File: config.mk
export PLATFORM = sky130hd
export DESIGN_NAME = canmode_ctrl
export DESIGN_NICKNAME = d
export VERILOG_FILES = /design/src/rtl/canmode_pkg.sv /design/src/rtl/canmode_rstsync.sv /design/src/rtl/canmode_regs.sv /design/src/rtl/canmode_fsm.sv /design/src/rtl/canmode_ctrl.sv
export SDC_FILE = /design/constraint.sdc
export NUM_CORES = 1
export LEC_CHECK = 0
export CAP_MARGIN = 15
export CORE_AREA = 8 8 45 47
export CTS_CLUSTER_SIZE = 14
export DETAILED_ROUTE_END_ITERATION = 10
export DIE_AREA = 0 0 53 55
export DONT_BUFFER_PORTS = 1
export SETUP_SLACK_MARGIN = 0.15
export SYNTH_ARGS = -nofsm -noshare
export SYNTH_HDL_FRONTEND = slang
export SYNTH_SLANG_ARGS = --single-unit
File: constraint.sdc
create_clock -name clk -period 0.8 [get_ports clk]
set_input_delay 0.08 -clock clk [delete_from_list [all_inputs] [get_ports clk]]
set_output_delay 0.08 -clock clk [all_outputs]
set_load 0.005 [all_outputs]
File: src/rtl/canmode_pkg.sv
package canmode_pkg;
  typedef enum logic [1:0] {
    MODE_RUN    = 2'b00,
    MODE_FREEZE = 2'b01,
    MODE_OFF    = 2'b10
  } mode_e;

  localparam int POS_OFF    = 31;
  localparam int POS_FRZEN  = 30;
  localparam int POS_STOP   = 28;
  localparam int POS_NRDY   = 27;

  typedef struct packed {
    logic off;
    logic frz_en;
    logic stop;
  } ctl_t;

  localparam ctl_t CTL_RESET = '{off: 1'b0, frz_en: 1'b1, stop: 1'b1};
endpackage

File: src/rtl/canmode_rstsync.sv
module canmode_rstsync #(
  parameter int STAGES = 2
) (
  input  logic clk,
  input  logic rst_n,
  output logic rst_n_sync
);
  logic [STAGES-1:0] chain_q;

  always_ff @(posedge clk or negedge rst_n) begin
    if (!rst_n) chain_q <= '0;
    else        chain_q <= {chain_q[STAGES-2:0], 1'b1};
  end

  assign rst_n_sync = chain_q[STAGES-1];
endmodule

File: src/rtl/canmode_regs.sv
module canmode_regs
  import canmode_pkg::*;
#(
  parameter int DATA_W = 32
) (
  input  logic              clk,
  input  logic              rst_n,
  input  logic              soft_rst,
  input  logic              wr_en,
  input  logic              wr_sup,
  input  logic [DATA_W-1:0] wr_data,
  output ctl_t              ctl_q,
  output ctl_t              ctl_d,
  output logic              bus_err
);
  logic ctl_ld;
  logic err_d;
  logic unused_wbits;

  assign unused_wbits = ^wr_data;

  // next-state
  always_comb begin
    ctl_d  = ctl_q;
    ctl_ld = 1'b0;
    if (soft_rst) begin
      ctl_d.frz_en = CTL_RESET.frz_en;
      ctl_d.stop   = CTL_RESET.stop;
      ctl_ld       = 1'b1;
    end else if (wr_en && wr_sup) begin
      ctl_d.off    = wr_data[POS_OFF];
      ctl_d.frz_en = wr_data[POS_FRZEN];
      ctl_d.stop   = wr_data[POS_STOP];
      ctl_ld       = 1'b1;
    end
    err_d = wr_en && !wr_sup;
  end

  // registers
  always_ff @(posedge clk or negedge rst_n) begin
    if (!rst_n) begin
      ctl_q   <= CTL_RESET;
      bus_err <= 1'b0;
    end else begin
      if (ctl_ld) ctl_q <= ctl_d;
      bus_err <= err_d;
    end
  end
endmodule

File: src/rtl/canmode_fsm.sv
module canmode_fsm
  import canmode_pkg::*;
(
  input  logic  clk,
  input  logic  rst_n,
  input  ctl_t  ctl_d,
  input  logic  dbg_brk,
  output mode_e mode_q,
  output logic  not_ready,
  output logic  proto_clk_en,
  output logic  mbuf_clk_en,
  output logic  errcnt_wr_en
);
  mode_e mode_d;
  logic  nrdy_d;
  logic  cke_d;

  // next-state: off dominates, freeze needs permission
  always_comb begin
    if (ctl_d.off)
      mode_d = MODE_OFF;
    else if (ctl_d.frz_en && (ctl_d.stop || dbg_brk))
      mode_d = MODE_FREEZE;
    else
      mode_d = MODE_RUN;
    nrdy_d = (mode_d != MODE_RUN);
    cke_d  = (mode_d != MODE_OFF);
  end

  always_ff @(posedge clk or negedge rst_n) begin
    if (!rst_n) begin
      mode_q       <= MODE_FREEZE;
      not_ready    <= 1'b1;
      proto_clk_en <= 1'b1;
      mbuf_clk_en  <= 1'b1;
    end else begin
      mode_q       <= mode_d;
      not_ready    <= nrdy_d;
      proto_clk_en <= cke_d;
      mbuf_clk_en  <= cke_d;
    end
  end

  assign errcnt_wr_en = (mode_q == MODE_FREEZE);
endmodule

File: src/rtl/canmode_ctrl.sv
module canmode_ctrl
  import canmode_pkg::*;
#(
  parameter int DATA_W     = 32,
  parameter int SYNC_STAGES = 2
) (
  input  logic              clk,
  input  logic              rst_n,
  input  logic              soft_rst,
  input  logic              wr_en,
  input  logic              wr_sup,
  input  logic [DATA_W-1:0] wr_data,
  output logic [DATA_W-1:0] rd_data,
  input  logic              dbg_brk,
  output logic [1:0]        mode,
  output logic              not_ready,
  output logic              proto_clk_en,
  output logic              mbuf_clk_en,
  output logic              errcnt_wr_en,
  output logic              bus_err
);
  logic  rst_n_s;
  ctl_t  ctl_q;
  ctl_t  ctl_d;
  mode_e mode_q;

  canmode_rstsync #(.STAGES(SYNC_STAGES)) u_rst (
    .clk        (clk),
    .rst_n      (rst_n),
    .rst_n_sync (rst_n_s)
  );

  canmode_regs #(.DATA_W(DATA_W)) u_regs (
    .clk      (clk),
    .rst_n    (rst_n_s),
    .soft_rst (soft_rst),
    .wr_en    (wr_en),
    .wr_sup   (wr_sup),
    .wr_data  (wr_data),
    .ctl_q    (ctl_q),
    .ctl_d    (ctl_d),
    .bus_err  (bus_err)
  );

  canmode_fsm u_fsm (
    .clk          (clk),
    .rst_n        (rst_n_s),
    .ctl_d        (ctl_d),
    .dbg_brk      (dbg_brk),
    .mode_q       (mode_q),
    .not_ready    (not_ready),
    .proto_clk_en (proto_clk_en),
    .mbuf_clk_en  (mbuf_clk_en),
    .errcnt_wr_en (errcnt_wr_en)
  );

  assign mode = mode_q;

  // read word: defined fields only, the rest zero
  always_comb begin
    for (int i = 0; i < DATA_W; i++) begin
      case (i)
        POS_OFF:   rd_data[i] = ctl_q.off;
        POS_FRZEN: rd_data[i] = ctl_q.frz_en;
        POS_STOP:  rd_data[i] = ctl_q.stop;
        POS_NRDY:  rd_data[i] = not_ready;
        default:   rd_data[i] = 1'b0;
      endcase
    end
  end
endmodule

# Word-level counts from Yosys, hierarchy flattened
# Cells that the tools add are included.
# classes
n_addsub	0
n_mul	0
div_mod_pow	0
order_cmp	0
n_eq_ne	2
shift	0
mux	7
bitwise	0
reduce_logical	6
# ops
operator	n
1-bit two-way mux	4
2-bit two-way mux	2
1-bit logical AND	3
3-bit two-way mux	1
2-bit by 1-bit equality test with 1-bit output, second input constant	1
2-bit inequality test, second input constant	1
2-bit nonzero test	1
1-bit logical NOT	1
1-bit logical OR	1
# totals
ff_bits	10
latchBits	0
ram_bits	0
romBits	0
input_bits	38
output_inout_bits	39
wordCells	23
memories	0

# Depth between registers and ports, before layout
# Gate-level depths: netlist of the first run.
# logic_depth
ltp_word	8
ltp_mapped	4
ltp_nobuf	4

# Cells and area by module
# A second synthesis of the first run with hierarchy kept.
# unflattened
cells_unflattened	58
hier_area_um2	608.1
# modules_own_cells
module	instances	cells_per_inst	area_per_inst_um2	seq_area_each_um2
canmode_ctrl	1	30	221.5	0.0
canmode_regs	1	15	195.2	102.6
canmode_fsm	1	10	137.6	103.8
canmode_rstsync	1	3	53.8	50.0

# Least setup slack after synthesis of the first run
# OpenSTA, ideal clock, no wires.
# synth_path
path_type	reg-to-reg
start	register, netlist name u_regs.ctl_q[2]
end	register u_fsm.mode_q[0]
setup_ns	0.075
t_arrival_ns	0.811
t_required_ns	0.725
path_slack_ns	-0.087
path_stages_with_launch	3
path_buffers	0
synth_period_minus_slack_ns	0.887
path_cell_list	dfrtp_1 mux2_4 nor3_2
# synth_rtl
element	line	rtl
end signal, assigned	canmode_fsm.sv:37	mode_q <= mode_d;
end, declared	canmode_fsm.sv:8	output mode_e mode_q,

# Worst setup path in the final report of the first run
# layout_path
start	register u_fsm.mode_q[0]
end	output errcnt_wr_en
# layout_between
elab_chain_len	1
# layout_rtl
element	line	rtl
2-bit by 1-bit equality test with 1-bit output	canmode_fsm.sv:44	assign errcnt_wr_en = (mode_q == MODE_FREEZE);
end, declared	canmode_ctrl.sv:19	output logic errcnt_wr_en,
# Every way passes these cells.

==> results by group, run 1 <==
Layout
  • Antenna fix cells: 0
  • Final instance area: 672 um^2
  • Register cell area after layout: 256 um^2
  • Area of the multi-input gates: 275 um^2
  • Synthesis-to-finish area growth: 4.27%
  • Final Util: around half
  • Fillers: 146
  • Nets: 104
  • Share of post-route cells with drive strength above 1: 38.5%

Die
  • Die Ht: 55 um
  • Starting Density: 46.6%
  • Num ports: 77
  • Chip width: 53 um
  • Die outline area: 0.00292 mm^2
  • FP Rows: 14
  • Core area: 0.00138 mm^2

Logic synthesis
  • XOR/XNOR Fraction of Synth Area: 0%
  • Register bit total from synthesis: 10
  • Multiplexer share of the synthesized area: 4.08%
  • Combinational family with the most area after synthesis: buffers and inverters
  • Sequential-to-total area share from yosys stat: between 30 and 40%
  • Cells after Synth: 57
  • Post-synth top cells: buf_4 (30), dfrtp_1 (5), dfstp_2 (5), and3_1 (2), conb_1 (2)
  • Post-synth EDFFs: 0
  • Post-synthesis adder-cell area fraction: 0%
  • Warnings, synthesis: 0
  • Synthesized area: 644 um^2
  • Count leader, synth: buf_4
  • Synth Area in Simple Gates: between 9 and 10%
  • Ys flop type: dfstp_2
  • Syn avg cell area: 11.3 um^2
  • Synth async-reset ratio: 100%
  • Area leader, netlist: buf_4
  • Largest cells by area after synthesis: buf_4 (35%), dfstp_2 (20%), dfrtp_1 (19%)
  • Share of the synthesized area in the top cell type: 35.0%
  • Post-synthesis compound-gate area fraction: 8.93%
  • Synth unique cells: 18

Power
  • Switching part of the total power: ~25%
  • Peak VDD IR: 1.40 mV
  • Pwr Density: slightly below 2000 mW/mm^2
  • Internal power: 995 uW
  • NetSw: 332 uW
  • Comb power frac: 17.4%
  • Seq pwr share: 48.4%
  • Clock share of power: about a third
  • Lkg Pwr: between 0.3 and 0.4 nW
  • Power, Total: 1.33 mW

STA
  • Final min period: 1.02 ns
  • Final Skew: 0.00279 ns
  • Fmax: 0.976 GHz
  • Final setup margin: -0.224 ns
  • Final hold slack: -0.0847 ns
  • Final Hold Fails: 7
  • Fin. max-slew vios: 0
  • Final cycle utilization of the critical path: 128%
  • Unrepaired setup endpoints after global routing: yes
  • Setup violators final: 15

Placement
  • RePlAce Congestion: 0.703
  • Post-DP HPWL: 911 um
  • Dpl cell area: 589 um^2
  • PortBufs: 0

Global routing
  • Initial antenna violation count: 0
  • First-pass GRT wire length: 1.44 mm
  • Total GRT Usage: 7.17%
  • Global route total overflow: 0
  • Vias in the first global route: 314
  • Pin count of the biggest net entering global routing: 9

Critical path
  • Worst Setup End Kind: primary output
  • CP max stage delay: 0.54 ns
  • Buf/Inv on CP: 0
  • Critical-path top delay cell: dfstp_2
  • Worst Path Required: 0.72 ns
  • Worst path depth: 1
  • CP max FO: 2
  • Worst reg2reg path depth: 2
  • Worst setup SP type: register
  • Worst path cell trace: nor2b_4
  • Worst path arrival time: 0.94 ns
  • Crit Path Class: reg -> out
  • Crit path max-delay family: flip-flops

Detailed routing
  • Routed WL: about 1.0 mm
  • DRT antenna net count: 0
  • Drt first pass iters: 2
  • DRC violation count after routing: 0
  • Drt wl/cell: 12.9 um
  • Initial DRC count: 2
  • Via count: between 300 and 400
  • Via/cell ratio: about 3.9

Clocking
  • Hold-fix buffers at CTS: 2
  • Clk slew on worst S/H paths: 0.07 ns
  • Max clock buf depth: 2
  • CTS buffer count: 3
  • Root Driver: clkbuf_4
  • H-Tree Level Count: 1
  • CTS sink cnt: 10
  • CTS tree: yes
  • Clock latency on the worst-skew pair: approximately 0.27 ns

Min path
  • Hold path cells: 2
  • Worst Hold Class: in -> reg

Run
  • Max cap viols: 0

Status
  • Outcome: complete, but fails checks
  • Failing checks: negative hold slack, negative setup slack
[power by group through the flow]
stage | clock network [mW] | registers, mW | logic [mW]
after floorplan | 0 | 0.645 | 0.269
after global placement | 0 | 0.652 | 0.190
after detailed placement | 0 | 0.655 | 0.192
after CTS | 0.469 | 0.647 | 0.229
after global routing | 0.510 | 0.654 | 0.260
final | 0.453 | 0.643 | 0.231
[per-layer routing]
metal	part of all wire, %	vias to the layer above	track usage [%]
met2	54	23	10.5
li1	-	138	-
met3	23	2	8.56
met1	22	149	5.94
met4	0.48	0	2.59
met5	0	-	0
[final timing paths]
check | from | end | slack (ns)
max in group asynchronous | u_rst.chain_q[1]$_DFF_PN0_ | u_regs.ctl_q[0]$_DFFE_PN1P_ | 0.39
hold reg to reg | u_rst.chain_q[1]$_DFF_PN0_ | u_regs.ctl_q[2]$_DFFE_PN0P_ | 0.12
hold / removal | soft_rst | u_regs.ctl_q[1]$_DFFE_PN1P_ | -0.08
setup reg to reg | u_regs.ctl_q[0]$_DFFE_PN1P_ | u_fsm.not_ready$_DFF_PN1_ | -0.12
setup / recovery | u_fsm.mode_q[0]$_DFF_PN1_ | errcnt_wr_en | -0.22
min in group asynchronous | rst_n | u_rst.chain_q[0]$_DFF_PN0_ | 0.04
[logic make-up (layout without fill, tap and decap cells)]
| group | after synthesis | in the layout |
|---|---|---|
| flip-flops | 10 | 10 |
| AO/OA/AOI/OAI | 4 | 4 |
| buffers and inverters | 32 | 13 |
| other | 2 | 29 |
| AND/OR/NAND/NOR | 7 | 7 |
| multiplexers | 2 | 2 |
[cells in the final DEF (no fill, tap or decap)]
cell type / n
conb_1: 29
buf_6: 5
dfstp_2: 5
dfrtp_1: 5
clkbuf_4: 3
mux2_4: 2
and3_1: 2
dlygate4sd3_1: 2
nand3b_4: 1
inv_2: 1
nand2_2: 1
a211oi_4: 1
a2111oi_4: 1
nor3_2: 1
nor2b_4: 1
o21ai_2: 1
and2b_2: 1
inv_1: 1
a211o_1: 1
clkbuf_8: 1
[state kept, by name (all words and copies together) (netlist names)]
name	count
u_fsm.mode_q	2
u_fsm.not_ready	1
u_fsm.proto_clk_en	1
u_regs.bus_err	1
u_regs.ctl_q	3
u_rst.chain_q	2
[what timing repair did]
action,4_1_cts,5_1_grt
setup endpoints to repair,18,18
pin swaps,3,0
resized for setup,5,0
setup buffers,1,0
hold endpoints to repair,10,7
[metrics by stage]
| stage | TNS [ns] | cells | worst slack, ns | hold WS [ns] |
|---|---|---|---|---|
| 3_5_place_dp | -0.266 | 74 | -0.108 | -0.216 |
| 3_3_place_gp | -0.240 | 74 | -0.101 | -0.216 |
| 5_1_grt | -2.24 | 81 | -0.268 | -0.104 |
| 4_1_cts | -1.77 | 81 | -0.236 | -0.0907 |
| 6_report | -1.63 | 81 | -0.224 | -0.0847 |
| 2_1_floorplan | -0.116 | 84 | -0.0666 | -0.216 |
[area by class of cell]
| cell class | count | share of cell area, % |
|---|---|---|
| multi-input combinational | 42 | 41.0 |
| sequential | 10 | 38.2 |
| timing repair buffer | 7 | 11.4 |
| clock buffer | 4 | 5.40 |
| tap | 16 | 2.98 |
| inverter | 2 | 1.12 |
No activity file was read; power rests on OpenSTA's default activity.
==> inputs of run 2 (changes only) <==
--- a/config.mk
+++ b/config.mk
@@ -6,11 +6,15 @@
 export NUM_CORES = 1
 export LEC_CHECK = 0
 export CAP_MARGIN = 15
-export CORE_AREA = 8 8 45 47
+export CELL_PAD_IN_SITES_DETAIL_PLACEMENT = 1
+export CELL_PAD_IN_SITES_GLOBAL_PLACEMENT = 2
+export CORE_ASPECT_RATIO = 1.4
+export CORE_MARGIN = 8
+export CORE_UTILIZATION = 28
 export CTS_CLUSTER_SIZE = 14
 export DETAILED_ROUTE_END_ITERATION = 10
-export DIE_AREA = 0 0 53 55
 export DONT_BUFFER_PORTS = 1
+export PLACE_DENSITY_LB_ADDON = 0.1
 export SETUP_SLACK_MARGIN = 0.15
 export SYNTH_ARGS = -nofsm -noshare
 export SYNTH_HDL_FRONTEND = slang
==> run 2 against run 1 <==
  * Combinational power increased by 14%
  * Sequential cell count did not move
  * Largest power group unchanged
  * Clock power fell by 4%
  * Maximum frequency increased by 0.47%
  * Critical path depth is the same
  * Worst setup slack improved by 0.0048 ns
  * The run still ends with negative hold slack, negative setup slack left
==> results by group, run 2 (synthesis results as in run 1) <==
Critical path
  • Worst path depth: 1
  • Worst path cell trace: nor2b_4
  • Worst path arrival time: 0.94 ns
  • CP max stage delay: 0.54 ns
  • Setup crit end: errcnt_wr_en
  • RR Startpoint: u_regs.ctl_q[2]$_DFFE_PN0P_
  • Buf/Inv on CP: 0
  • Worst setup SP type: register
  • Crit path max-delay family: flip-flops
  • R2r setup slk: -0.19 ns
  • Worst Path Required: between 0.7 and 0.8 ns
  • Worst Setup End Kind: primary output
  • CP max FO: 2
  • CP Launch Point: u_fsm.mode_q[0]$_DFF_PN1_
  • Crit Path Class: reg -> out
  • Critical-path top delay cell: dfstp_2
  • R2r endpoint: u_fsm.not_ready$_DFF_PN1_
  • Worst reg2reg path depth: 4

Global routing
  • Pin count of the biggest net entering global routing: 9
  • Total GRT Usage: 5.71%
  • First-pass GRT wire length: around 1.8 mm
  • Global route total overflow: 0
  • Vias in the first global route: 408
  • Initial antenna violation count: 0

Die
  • Die Ht: 72.8 um
  • Core area: 0.00218 mm^2
  • Chip width: 56.5 um
  • Die outline area: approximately 0.004 mm^2
  • Num ports: 77
  • Starting Density: 29.6%
  • FP Rows: 20

STA
  • Setup violators final: 16
  • Final Hold Fails: 4
  • Final cycle utilization of the critical path: 127%
  • Final hold slack: -0.0710 ns
  • Final Skew: 0.00210 ns
  • Final min period: 1.02 ns
  • Unrepaired setup endpoints after global routing: yes
  • Fin. max-slew vios: 0
  • Final setup margin: -0.220 ns
  • Fmax: 0.981 GHz

Layout
  • Share of post-route cells with drive strength above 1: 39.4%
  • Nets: 105
  • Fillers: 260
  • Top flop regs: u_regs.ctl_q (3), u_fsm.mode_q (2), u_rst.chain_q (2)
  • Max reg flops: 3
  • Most frequent cells in the layout: conb_1 (29), buf_6 (6), dfstp_2 (5), dfrtp_1 (5), clkbuf_4 (3)
  • Antenna fix cells: 0
  • Synthesis-to-finish area growth: 8.16%
  • Reg with most FFs: u_regs.ctl_q
  • Commonest non-fill, non-tap cell in the layout: conb_1
  • Final instance area: 697 um^2

Detailed routing
  • DRC violation count after routing: 0
  • Drt first pass iters: 1
  • Initial DRC count: 0
  • Via count: 316
  • Drt wl/cell: 12.7 um
  • Via/cell ratio: around 3.6
  • Routed WL: 1.12 mm
  • DRT antenna net count: 0

Power
  • Comb power frac: 19.6%
  • Pwr Density: 1930 mW/mm^2
  • Switching part of the total power: 24.4%
  • Peak VDD IR: 1.06 mV
  • Seq pwr share: between 40% and 50%
  • NetSw: 328 uW
  • Internal power: 1.01 mW
  • Clock share of power: between 30 and 40%
  • Lkg Pwr: 0.350 nW

Placement
  • RePlAce Congestion: between 0.6 and 0.7
  • Dpl cell area: 597 um^2
  • Dpl ws: -0.0897 ns
  • Post-DP HPWL: around 990 um
  • PortBufs: 0

Clocking
  • Hold-fix buffers at CTS: 2
  • CTS buffer count: 3
  • Clock latency on the worst-skew pair: 0.26 ns
  • H-Tree Level Count: 1
  • CTS tree: yes
  • Root Driver: clkbuf_4
  • Max clock buf depth: 2
  • Clk slew on worst S/H paths: 0.06 ns
  • CTS sink cnt: 10

Run
  • Max cap viols: 0

Status
  • Failing checks: negative hold slack, negative setup slack
  • Outcome: complete, but fails checks

Min path
  • Worst Hold Class: in -> reg
[run 2: layer usage]
layer / share of wire (%) / GRT usage [%]
met1: 26 / 3.96
met2: 61 / 10.5
met3: 13 / 5.23
met4: 0 / 1.61
met5: 0 / 0
[run 2: cell type report]
type | count | area, um^2 | share of cell area (%)
Multi-Input combinational cell | 42 | 282 | 40.4
Sequential cell | 10 | 256 | 36.8
Timing Repair Buffer | 8 | 87.6 | 12.6
Clock buffer | 4 | 36.3 | 5.21
Tap cell | 22 | 27.5 | 3.95
Inverter | 2 | 7.51 | 1.08
[run 2: how the worst min path moves through the flow]
stage                  start                           to  slack [ns]  depth (start not counted)
floorplan              rst_n   u_rst.chain_q[0]$_DFF_PN0_       -0.22                          0
global placement       rst_n   u_rst.chain_q[0]$_DFF_PN0_       -0.22                          0
detailed placement     rst_n   u_rst.chain_q[0]$_DFF_PN0_       -0.22                          0
CTS                 soft_rst  u_regs.ctl_q[1]$_DFFE_PN1P_       -0.09                          2
global route        soft_rst  u_regs.ctl_q[0]$_DFFE_PN1P_       -0.08                          1
finish              soft_rst  u_regs.ctl_q[0]$_DFFE_PN1P_       -0.07                          1
[run 2: timing repair]
item                                   CTS  global route
setup endpoints to repair               18            18
endpoints found under the hold margin   10             5
pin swaps                                1             0
resized for setup                        6             1
setup buffers                            2             0
[run 2: power groups by stage]
stage | combinational [mW] | clock, mW | sequential (mW)
final | 0.263 | 0.436 | 0.644
after CTS | 0.252 | 0.468 | 0.647
after global placement | 0.194 | 0 | 0.654
after global routing | 0.289 | 0.492 | 0.655
after floorplan | 0.269 | 0 | 0.645
after detailed placement | 0.194 | 0 | 0.655
[run 2: stage by stage]
stage / utilization [%] / power (mW) / std cells / TNS (ns)
after global routing: 32.0 / 1.44 / 88 / -2.62
after global placement: 27.4 / 0.847 / 80 / -0.256
after CTS: 31.7 / 1.37 / 88 / -2.21
after detailed placement: 27.4 / 0.848 / 80 / -0.235
final: 32.0 / 1.34 / 88 / -2.05
after floorplan: - / 0.914 / 84 / -0.116
==> inputs of run 3 (changes only) <==
--- a/config.mk
+++ b/config.mk
@@ -10,7 +10,7 @@
 export CELL_PAD_IN_SITES_GLOBAL_PLACEMENT = 2
 export CORE_ASPECT_RATIO = 1.4
 export CORE_MARGIN = 8
-export CORE_UTILIZATION = 28
+export CORE_UTILIZATION = 25
 export CTS_CLUSTER_SIZE = 14
 export DETAILED_ROUTE_END_ITERATION = 10
 export DONT_BUFFER_PORTS = 1
==> constraint.sdc (replaced) <==
create_clock -name clk -period 0.85 [get_ports clk]
set_input_delay 0.085 -clock clk [delete_from_list [all_inputs] [get_ports clk]]
set_output_delay 0.085 -clock clk [all_outputs]
set_load 0.005 [all_outputs]
==> run 3 against run 2 <==
  * The run still ends with negative hold slack, negative setup slack left
  * Clock-buffer cell count unchanged
  * First-iteration DRC count up 4
  * Core utilization down 4.5 points
  * Worst setup slack better by 0.047 ns
  * Critical path depth unchanged
  * Clock power down 2%
  * Design area unchanged
  * Sequential power down 5.7%
  * Die area up 8.9%
  * Register-to-register slack better by 0.08 ns
  * Hold slack worse by 0.0023 ns
  * Sequential share of layout area unchanged
  * Largest cell class unchanged
==> results by group, run 3 (synthesis results as in run 1) <==
Global routing
  • Initial antenna violation count: 0
  • Total GRT Usage: 5.07%
  • Vias in the first global route: 360
  • Pin count of the biggest net entering global routing: 9
  • Global route total overflow: 0
  • First-pass GRT wire length: 1.75 mm

Detailed routing
  • Initial DRC count: 4
  • Drt first pass iters: 2
  • Via/cell ratio: around 3.2
  • DRC violation count after routing: 0
  • Via count: 321
  • Routed WL: 1.21 mm
  • Drt wl/cell: 12.0 um
  • DRT antenna net count: 0

Layout
  • Commonest non-fill, non-tap cell in the layout: conb_1
  • Fin cells: 101
  • Final Util: 27.5%
  • Top flop regs: u_regs.ctl_q (3), u_fsm.mode_q (2), u_rst.chain_q (2)
  • Antenna fix cells: 0
  • Reg with most FFs: u_regs.ctl_q
  • Fillers: around 320
  • Max reg flops: 3
  • Most frequent cells in the layout: conb_1 (29), buf_6 (5), dfstp_2 (5), dfrtp_1 (5), clkbuf_4 (3)
  • Synthesis-to-finish area growth: 8.16%
  • Share of post-route cells with drive strength above 1: 38.5%
  • Nets: 104

Clocking
  • Root Driver: clkbuf_4
  • Max clock buf depth: 2
  • H-Tree Level Count: 1
  • Clock latency on the worst-skew pair: 0.26 ns
  • Hold-fix buffers at CTS: 2
  • CTS sink cnt: 10
  • Clk slew on worst S/H paths: 0.07 ns
  • CTS tree: yes
  • CTS buffer count: 3

Critical path
  • Worst Setup End Kind: primary output
  • RR Startpoint: u_regs.ctl_q[0]$_DFFE_PN1P_
  • Buf/Inv on CP: 0
  • CP max stage delay: 0.54 ns
  • Worst path arrival time: 0.94 ns
  • CP max FO: 2
  • Critical-path top delay cell: dfstp_2
  • R2r setup slk: -0.11 ns
  • Worst Path Required: between 0.7 and 0.8 ns
  • Worst path cell trace: nor2b_4
  • Worst reg2reg path depth: 2
  • Worst setup SP type: register
  • Crit Path Class: reg -> out
  • Crit path max-delay family: flip-flops
  • R2r endpoint: u_fsm.not_ready$_DFF_PN1_

STA
  • Final setup margin: -0.173 ns
  • Final hold slack: -0.0733 ns
  • Final Hold Fails: 5
  • Fin. max-slew vios: 0
  • Final cycle utilization of the critical path: 120%
  • Final min period: 1.02 ns
  • Final Skew: 0.00373 ns
  • Setup violators final: 12
  • Fmax: 0.978 GHz
  • Unrepaired setup endpoints after global routing: yes

Min path
  • Worst Hold Class: in -> reg
  • Hold path cells: 2
  • Hold Crit Start: soft_rst
  • WHS Endpoint: u_regs.ctl_q[1]$_DFFE_PN1P_

Placement
  • RePlAce Congestion: 0.637
  • Placed Cells: 94
  • PortBufs: 0
  • Post-DP HPWL: 1.04 mm

Power
  • Peak VDD IR: 0.513 mV
  • Pwr Density: 1800 mW/mm^2
  • Lkg Pwr: roughly 0.34 nW

Run
  • Max cap viols: 0

Die
  • Chip width: between 50 and 60 um
  • Die Ht: 76.1 um
  • Num ports: 77
  • Die outline area: 0.00448 mm^2
  • Starting Density: 25.4%
  • Core area: roughly 0.0025 mm^2
  • FP Rows: 22

Status
  • Failing checks: negative hold slack, negative setup slack
  • Outcome: complete, but fails checks
## run 3: how the worst max path moves through the flow
stage	endpoint	slack (ns)	from	cells past startpoint
3_5_place_dp	u_fsm.mode_q[0]$_DFF_PN1_	-0.07	u_regs.ctl_q[0]$_DFFE_PN1P_	2
3_3_place_gp	u_fsm.mode_q[0]$_DFF_PN1_	-0.08	u_regs.ctl_q[0]$_DFFE_PN1P_	2
4_1_cts	errcnt_wr_en	-0.20	u_fsm.mode_q[0]$_DFF_PN1_	1
6_report	errcnt_wr_en	-0.17	u_fsm.mode_q[0]$_DFF_PN1_	1
2_1_floorplan	u_fsm.mode_q[0]$_DFF_PN1_	-0.02	u_regs.ctl_q[0]$_DFFE_PN1P_	2
5_1_grt	errcnt_wr_en	-0.21	u_fsm.mode_q[0]$_DFF_PN1_	1
## run 3: power by group
group | switching (mW) | internal [mW]
Combinational | 0.0969 | 0.125
Clock | 0.166 | 0.260
Sequential | 0.0547 | 0.553
## run 3: metrics by stage
step	total power [mW]	setup WS [ns]	instance area [um^2]	setup TNS, ns
detailed placement	0.802	-0.0700	614	-0.139
CTS	1.28	-0.199	697	-1.27
finish	1.25	-0.173	697	-1.08
floorplan	0.849	-0.0166	764	-0.0166
global placement	0.801	-0.0847	614	-0.147
global route	1.32	-0.207	697	-1.42
## run 3: area by class of cell
class,count,area [um^2],share of cell area (%)
Inverter,2,7.51,1.08
Tap cell,36,45.0,6.46
Clock buffer,4,36.3,5.21
Multi-Input combinational cell,42,275,39.5
Timing Repair Buffer,7,76.3,11.0
Sequential cell,10,256,36.8
## run 3: per-layer routing
metal / global-route usage, % / vias up / part of all wire [%]
met2: 7.13 / 26 / 47
met3: 2.70 / 0 / 16
met5: 0 / - / 0
met1: 5.28 / 154 / 37
met4: 4.33 / 0 / 0
li1: - / 141 / -
## run 3: timing repair
action	4_1_cts	5_1_grt
hold endpoints to repair	8	5
buffers inserted	1	0
pin swaps	4	2
setup endpoints to repair	18	18
resized for setup	5	0
